`config.mk`:
```
export PLATFORM = sky130hd
export DESIGN_NAME = smi_sequencer
export DESIGN_NICKNAME = d
export VERILOG_FILES = /design/src/rtl/smi_seq_pkg.sv /design/src/rtl/smi_edge_sync.sv /design/src/rtl/smi_ctrl.sv /design/src/rtl/smi_nmi_arb.sv /design/src/rtl/smi_sequencer.sv
export SDC_FILE = /design/constraint.sdc
export NUM_CORES = 1
export LEC_CHECK = 0
export ABC_AREA = 0
export BUFFER_PORTS_ARGS = -buffer_cell sky130_fd_sc_hd__buf_4
export CORE_AREA = 5 5 42 44
export DETAILED_ROUTE_END_ITERATION = 12
export DIE_AREA = 0 0 47 49
export GPL_ROUTABILITY_DRIVEN = 0
export PLACE_DENSITY = 0.67
export SYNTH_ARGS = -nofsm -noshare
export SYNTH_HDL_FRONTEND = slang
export SYNTH_SLANG_ARGS = --single-unit
```
`constraint.sdc`:
```
create_clock -name clk -period 1.36 [get_ports clk]
set_input_delay 0.068 -clock clk [delete_from_list [all_inputs] [get_ports clk]]
set_output_delay 0.068 -clock clk [all_outputs]
set_load 0.005 [all_outputs]
```
`src/rtl/smi_seq_pkg.sv`:
```
package smi_seq_pkg;

    typedef enum logic [1:0] {
        SEQ_IDLE  = 2'd0,
        SEQ_SERVE = 2'd1,
        SEQ_DRAIN = 2'd2
    } seq_state_e;

    typedef struct packed {
        seq_state_e st;
        logic       smi_pend;
        logic       enter;
        logic       ack;
    } ctrl_regs_t;

    typedef struct packed {
        logic pend;
        logic take;
    } nmi_regs_t;

endpackage

```
`src/rtl/smi_edge_sync.sv`:
```
module smi_edge_sync #(
    parameter int STAGES = 2
) (
    input  logic clk,
    input  logic rst_n,
    input  logic pin_n,
    output logic fall
);
    localparam int LAST = STAGES - 1;

    logic [STAGES-1:0] sh_d, sh_q;
    logic              prev_d, prev_q;

    always_comb begin
        sh_d[0] = pin_n;
        for (int i = 1; i < STAGES; i++) begin
            sh_d[i] = sh_q[i-1];
        end
        prev_d = sh_q[LAST];
    end

    always_ff @(posedge clk or negedge rst_n) begin
        if (!rst_n) begin
            sh_q   <= '1;
            prev_q <= 1'b1;
        end else begin
            sh_q   <= sh_d;
            prev_q <= prev_d;
        end
    end

    assign fall = prev_q & ~sh_q[LAST];

    p_single_edge_r1: assert property (@(posedge clk) disable iff (!rst_n)
        fall |=> !fall);

endmodule

```
`src/rtl/smi_ctrl.sv`:
```
module smi_ctrl
    import smi_seq_pkg::*;
#(
    parameter int SIZE_W = 4
) (
    input  logic              clk,
    input  logic              rst_n,
    input  logic              smi_fall,
    input  logic              rsm_pulse,
    input  logic              bus_idle,
    input  logic [SIZE_W-1:0] rgn_size,
    input  logic              rgn_en,
    input  logic              cfg_hold,
    output logic              smi_win,
    output logic              in_smm,
    output logic              serving,
    output logic              enter,
    output logic              ack
);
    ctrl_regs_t r_d, r_q;
    logic       cfg_ok;
    logic       req;

    always_comb begin
        r_d     = r_q;
        r_d.enter = 1'b0;
        r_d.ack   = 1'b0;
        smi_win = 1'b0;
        cfg_ok  = (rgn_size != '0) && rgn_en;
        req     = smi_fall || r_q.smi_pend;
        case (r_q.st)
            SEQ_IDLE: begin
                if (req) begin
                    if (cfg_ok && !cfg_hold) begin
                        r_d.st       = SEQ_SERVE;
                        r_d.enter    = 1'b1;
                        r_d.ack      = 1'b1;
                        r_d.smi_pend = 1'b0;
                        smi_win      = 1'b1;
                    end else begin
                        r_d.smi_pend = cfg_ok;
                    end
                end
            end
            SEQ_SERVE: begin
                if (smi_fall) r_d.smi_pend = 1'b1;
                if (rsm_pulse) begin
                    r_d.st  = SEQ_DRAIN;
                    r_d.ack = 1'b1;
                end
            end
            SEQ_DRAIN: begin
                if (smi_fall) r_d.smi_pend = 1'b1;
                if (bus_idle) r_d.st = SEQ_IDLE;
            end
            default: r_d.st = SEQ_IDLE;
        endcase
    end

    always_ff @(posedge clk or negedge rst_n) begin
        if (!rst_n) begin
            r_q <= '{st: SEQ_IDLE, smi_pend: 1'b0, enter: 1'b0, ack: 1'b0};
        end else begin
            r_q <= r_d;
        end
    end

    assign in_smm  = (r_q.st != SEQ_IDLE);
    assign serving = (r_q.st == SEQ_SERVE);
    assign enter   = r_q.enter;
    assign ack     = r_q.ack;

    p_entry_gated_r2: assert property (@(posedge clk) disable iff (!rst_n)
        enter |-> $past((rgn_size != '0) && rgn_en && !cfg_hold));

    p_entry_acks_r4: assert property (@(posedge clk) disable iff (!rst_n)
        enter |-> (ack && serving));

    p_resume_ack_r5: assert property (@(posedge clk) disable iff (!rst_n)
        $fell(serving) |-> ack);

endmodule

```
`src/rtl/smi_nmi_arb.sv`:
```
module smi_nmi_arb
    import smi_seq_pkg::*;
(
    input  logic clk,
    input  logic rst_n,
    input  logic nmi_req,
    input  logic in_smm,
    input  logic nmi_en,
    input  logic smi_win,
    output logic nmi_take
);
    nmi_regs_t n_d, n_q;
    logic      ev;
    logic      blocked;

    always_comb begin
        ev       = nmi_req || n_q.pend;
        blocked  = (in_smm && !nmi_en) || smi_win;
        n_d.take = ev && !blocked;
        n_d.pend = ev && blocked;
    end

    always_ff @(posedge clk or negedge rst_n) begin
        if (!rst_n) begin
            n_q <= '{pend: 1'b0, take: 1'b0};
        end else begin
            n_q <= n_d;
        end
    end

    assign nmi_take = n_q.take;

    p_nmi_masked_r9: assert property (@(posedge clk) disable iff (!rst_n)
        nmi_take |-> $past(!in_smm || nmi_en));

    p_nmi_loses_r10: assert property (@(posedge clk) disable iff (!rst_n)
        smi_win |=> !nmi_take);

endmodule

```
`src/rtl/smi_sequencer.sv`:
```
module smi_sequencer
    import smi_seq_pkg::*;
#(
    parameter int SIZE_W      = 4,
    parameter int SYNC_STAGES = 2
) (
    input  logic              clk,
    input  logic              rst_n,
    input  logic              smi_n,
    input  logic              nmi_req,
    input  logic              rsm_pulse,
    input  logic              smm_bus_idle,
    input  logic              mode_enh,
    input  logic              nmi_en,
    input  logic [SIZE_W-1:0] rgn_size,
    input  logic              rgn_en,
    input  logic              cfg_hold,
    input  logic              rgn_hit,
    output logic              ack_req,
    output logic              smm_enter,
    output logic              nmi_take,
    output logic              smm_active,
    output logic              smm_mem
);
    logic smi_fall;
    logic smi_win;
    logic in_smm;

    smi_edge_sync #(.STAGES(SYNC_STAGES)) u_sync (
        .clk   (clk),
        .rst_n (rst_n),
        .pin_n (smi_n),
        .fall  (smi_fall)
    );

    smi_ctrl #(.SIZE_W(SIZE_W)) u_ctrl (
        .clk       (clk),
        .rst_n     (rst_n),
        .smi_fall  (smi_fall),
        .rsm_pulse (rsm_pulse),
        .bus_idle  (smm_bus_idle),
        .rgn_size  (rgn_size),
        .rgn_en    (rgn_en),
        .cfg_hold  (cfg_hold),
        .smi_win   (smi_win),
        .in_smm    (in_smm),
        .serving   (smm_active),
        .enter     (smm_enter),
        .ack       (ack_req)
    );

    smi_nmi_arb u_nmi (
        .clk      (clk),
        .rst_n    (rst_n),
        .nmi_req  (nmi_req),
        .in_smm   (in_smm),
        .nmi_en   (nmi_en),
        .smi_win  (smi_win),
        .nmi_take (nmi_take)
    );

    // Compatible mode tags every access; enhanced mode tags region hits only.
    assign smm_mem = in_smm && (!mode_enh || rgn_hit);

    p_compat_hold_r6: assert property (@(posedge clk) disable iff (!rst_n)
        (smm_active && !mode_enh) |-> smm_mem);

    p_mem_release_r6: assert property (@(posedge clk) disable iff (!rst_n)
        ($fell(smm_mem) && !mode_enh && $past(!mode_enh)) |-> $past(smm_bus_idle));

    p_smi_first_r10: assert property (@(posedge clk) disable iff (!rst_n)
        !(smm_enter && nmi_take));

endmodule

```
==> flow_metrics.tcl <==
set metrics [dict create \
    status "complete, but fails checks" \
    violations "negative setup slack" \
    reg2reg_slack_ns -0.08 \
    period_share_pct 106 \
    drtPass1Iterations 2 \
    fin_ws_ns -0.0801 \
    cp_data_required_time_ns 1.51 \
    max_freq_mhz 694 \
    crit_buf_inv 2 \
    vias 439 \
    worst_slew_pin_slew_ns 0.202 \
    final_area_um2 895 \
    wl_met3_um 92 \
    finalHoldViolations 0 \
    clock_path_buffers 2 \
    slew_viol_final 0 \
    routed-wl-met2_um 735 \
    crit_fanout 4 \
    ys_ff_latch 10 \
    io_buffers 19 \
    worstReg2RegStart "u_ctrl.r_q[3]" \
    syn_to_final_growth_pct 79.6 \
    crit_path_top_delay_cell "dfrtp_2" \
    antenna_found_initial 0 \
    track_usage_pct 12.3 \
    drt-total-wl_um 1320 \
    cts_buffers 3 \
    holdWs_ns 0.0498 \
    drt.antenna.violating_nets 0 \
    r2r_cells 6 \
    rsz0062_at_grt "yes" \
    final.min_clock_period_ns 1.44 \
    num_rows 14 \
    core_um2 1400 \
    drv_cap 0 \
    worst_r2r_endpoint "u_ctrl.r_q[4]" \
    grt_pass1_vias 448 \
    clkTransAtPathRegs_ns 0.07 \
    cp_top_family "flip-flops" \
    antenna_cells 0 \
    die-height_um 49 \
    met1Wirelength_um 494 \
    worst_ep_arrival_time_ns 1.59 \
    cts_tree "done" \
    fp.dieArea_um2 2300 \
    gr-total-overflow 0 \
    cts_root_buf "clkbuf_4" \
    layout-drive-gt1-share_pct 67.9 \
    ir_drop_mv 1.28 \
    nNetsFinal 99 \
    start_util_pct 35.5 \
    p_leak_nw 0.422 \
    final_cells 94 \
    pin_count 20 \
    synth_seq_area_share_pct 51.0 \
    crit_start "u_ctrl.r_q[3]" \
    synth_cell_types 18 \
    setup_viol 2 \
    avgSynthCellArea_um2 11.3 \
    placedCellCount 86 \
    seqCellArea_um2 256 \
    place_area_um2 733 \
    yosys_warnings 0 \
    maxSlewHeadroom_pct 86.5 \
    worst-setup-path-type "reg2reg" \
    final_util_pct 63.8 \
    powerDensity_nw_per_um2 1920 \
    min_path_type "in2reg" \
    die_w_um 47 \
    worst_clock_skew_ns 0.000302 \
    vias_per_cell 4.67 \
    detail_route.iter0.violations 1 \
    clock-sinks 10 \
    routedWlPerCell_um 14.1 \
    netlist_instances 44 \
    final_cell_mix "buf_4, nor2_1, dfrtp_1" \
    syn_area_um2 498 \
    fill_cells 120 \
    hpwl_um 927 \
    max_stage_delay_ns 0.45 \
    clk_latency_ns 0.26 \
    h-tree-depth 1 \
    fin_tns_setup_ns -0.0918 \
    cp-start-kind "flop" \
    path_cells "inv_4, ha_4, inv_2, o221ai_4, o22ai_2, mux2_4" \
    endpoint_kind "flop" \
    syn_nets 64 \
    layout_commonest_cell "buf_4" \
    grt_max_degree 11 \
    drc 0 \
    crit_cells 6 \
    maxUsedRoutingLayer "met3" \
    multi_input_area_um2 317 \
    crit_end "u_ctrl.r_q[4]" \
    grt_pass1_wl_um 1990 \
]
where the power goes:
part / switching, mW / internal, mW / total, mW
clock: 0.105 / 0.163 / 0.267
sequential: 0.0901 / 0.388 / 0.478
combinational: 0.400 / 0.576 / 0.976
total: 0.594 / 1.13 / 1.72
flip-flops by register name, indices dropped and copies added, names as in the netlist:
signal,count
u_ctrl.ack,1
u_ctrl.enter,1
u_ctrl.r_q,3
u_nmi.n_q,1
u_nmi.nmi_take,1
u_sync.prev_q,1
u_sync.sh_q,2
synth_stat cells:
library cell | n | area (um^2)
a21o_1 | 1 | 7.51
o22ai_2 | 1 | 12.5
dfstp_2 | 3 | 78.8
dfrtp_1 | 7 | 175
o22ai_1 | 2 | 12.5
or4_4 | 1 | 11.3
o221ai_1 | 1 | 8.76
mux2_4 | 1 | 15.0
nand2_1 | 1 | 3.75
a21oi_1 | 1 | 5.00
nor2_1 | 8 | 30.0
inv_1 | 6 | 22.5
ha_1 | 5 | 62.6
o22a_1 | 1 | 8.76
nor2b_1 | 2 | 12.5
o32a_1 | 1 | 10.0
o2bb2ai_1 | 1 | 8.76
o211ai_2 | 1 | 12.5
through the flow:
stage,power [mW],worst slack [ns]
2_1_floorplan,0.861,-0.0161
3_3_place_gp,1.17,-0.0448
3_5_place_dp,1.19,-0.0926
4_1_cts,1.65,-0.0934
5_1_grt,1.85,-0.136
6_report,1.72,-0.0801
how the worst min path moves through the flow:
stage	startpoint	to	depth (start not counted)
finish	nmi_req	u_nmi.n_q[1]	3
global route	nmi_req	u_nmi.n_q[1]	3
CTS	rsm_pulse	u_ctrl.ack	2
detailed placement	rst_n	u_nmi.n_q[1]	1
global placement	rst_n	u_nmi.nmi_take	1
floorplan	rst_n	u_ctrl.ack	0
layout make-up:
cell class / count / share of cell area, %
clock buffer: 4 / 4.06
timing repair buffer: 30 / 26.6
multi-input combinational: 28 / 35.4
sequential: 10 / 28.7
inverter: 6 / 3.08
tap: 16 / 2.24
worst min-delay path, stage by stage:
cell and delay [ns]:
buf_4 0.07, nor2_1 0.04, nor2b_1 0.09
layer usage:
layer,vias up,global-route usage [%]
li1,217,-
met1,210,13.4
met2,12,20.8
met3,0,5.54
met4,0,2.76
met5,-,0
logic make-up (layout without fill, tap and decap cells):
kind of cell	Yosys count	after routing	synth area share, %
AO/OA/AOI/OAI	10	10	17.3
adder cells (fa/ha/maj)	5	5	12.6
buffers and inverters	6	40	4.52
flip-flops	10	10	51.0
multiplexers	1	1	3.01
AND/OR/NAND/NOR	12	12	11.6
timing repair:
action	4_1_cts	5_1_grt
setup buffers	2	0
endpoints found under the setup margin	3	5
endpoints found under the hold margin	11	0
gates resized for setup	11	7
hold buffers	2	0
pin swaps	3	2
(Power assumes the default switching activity.)
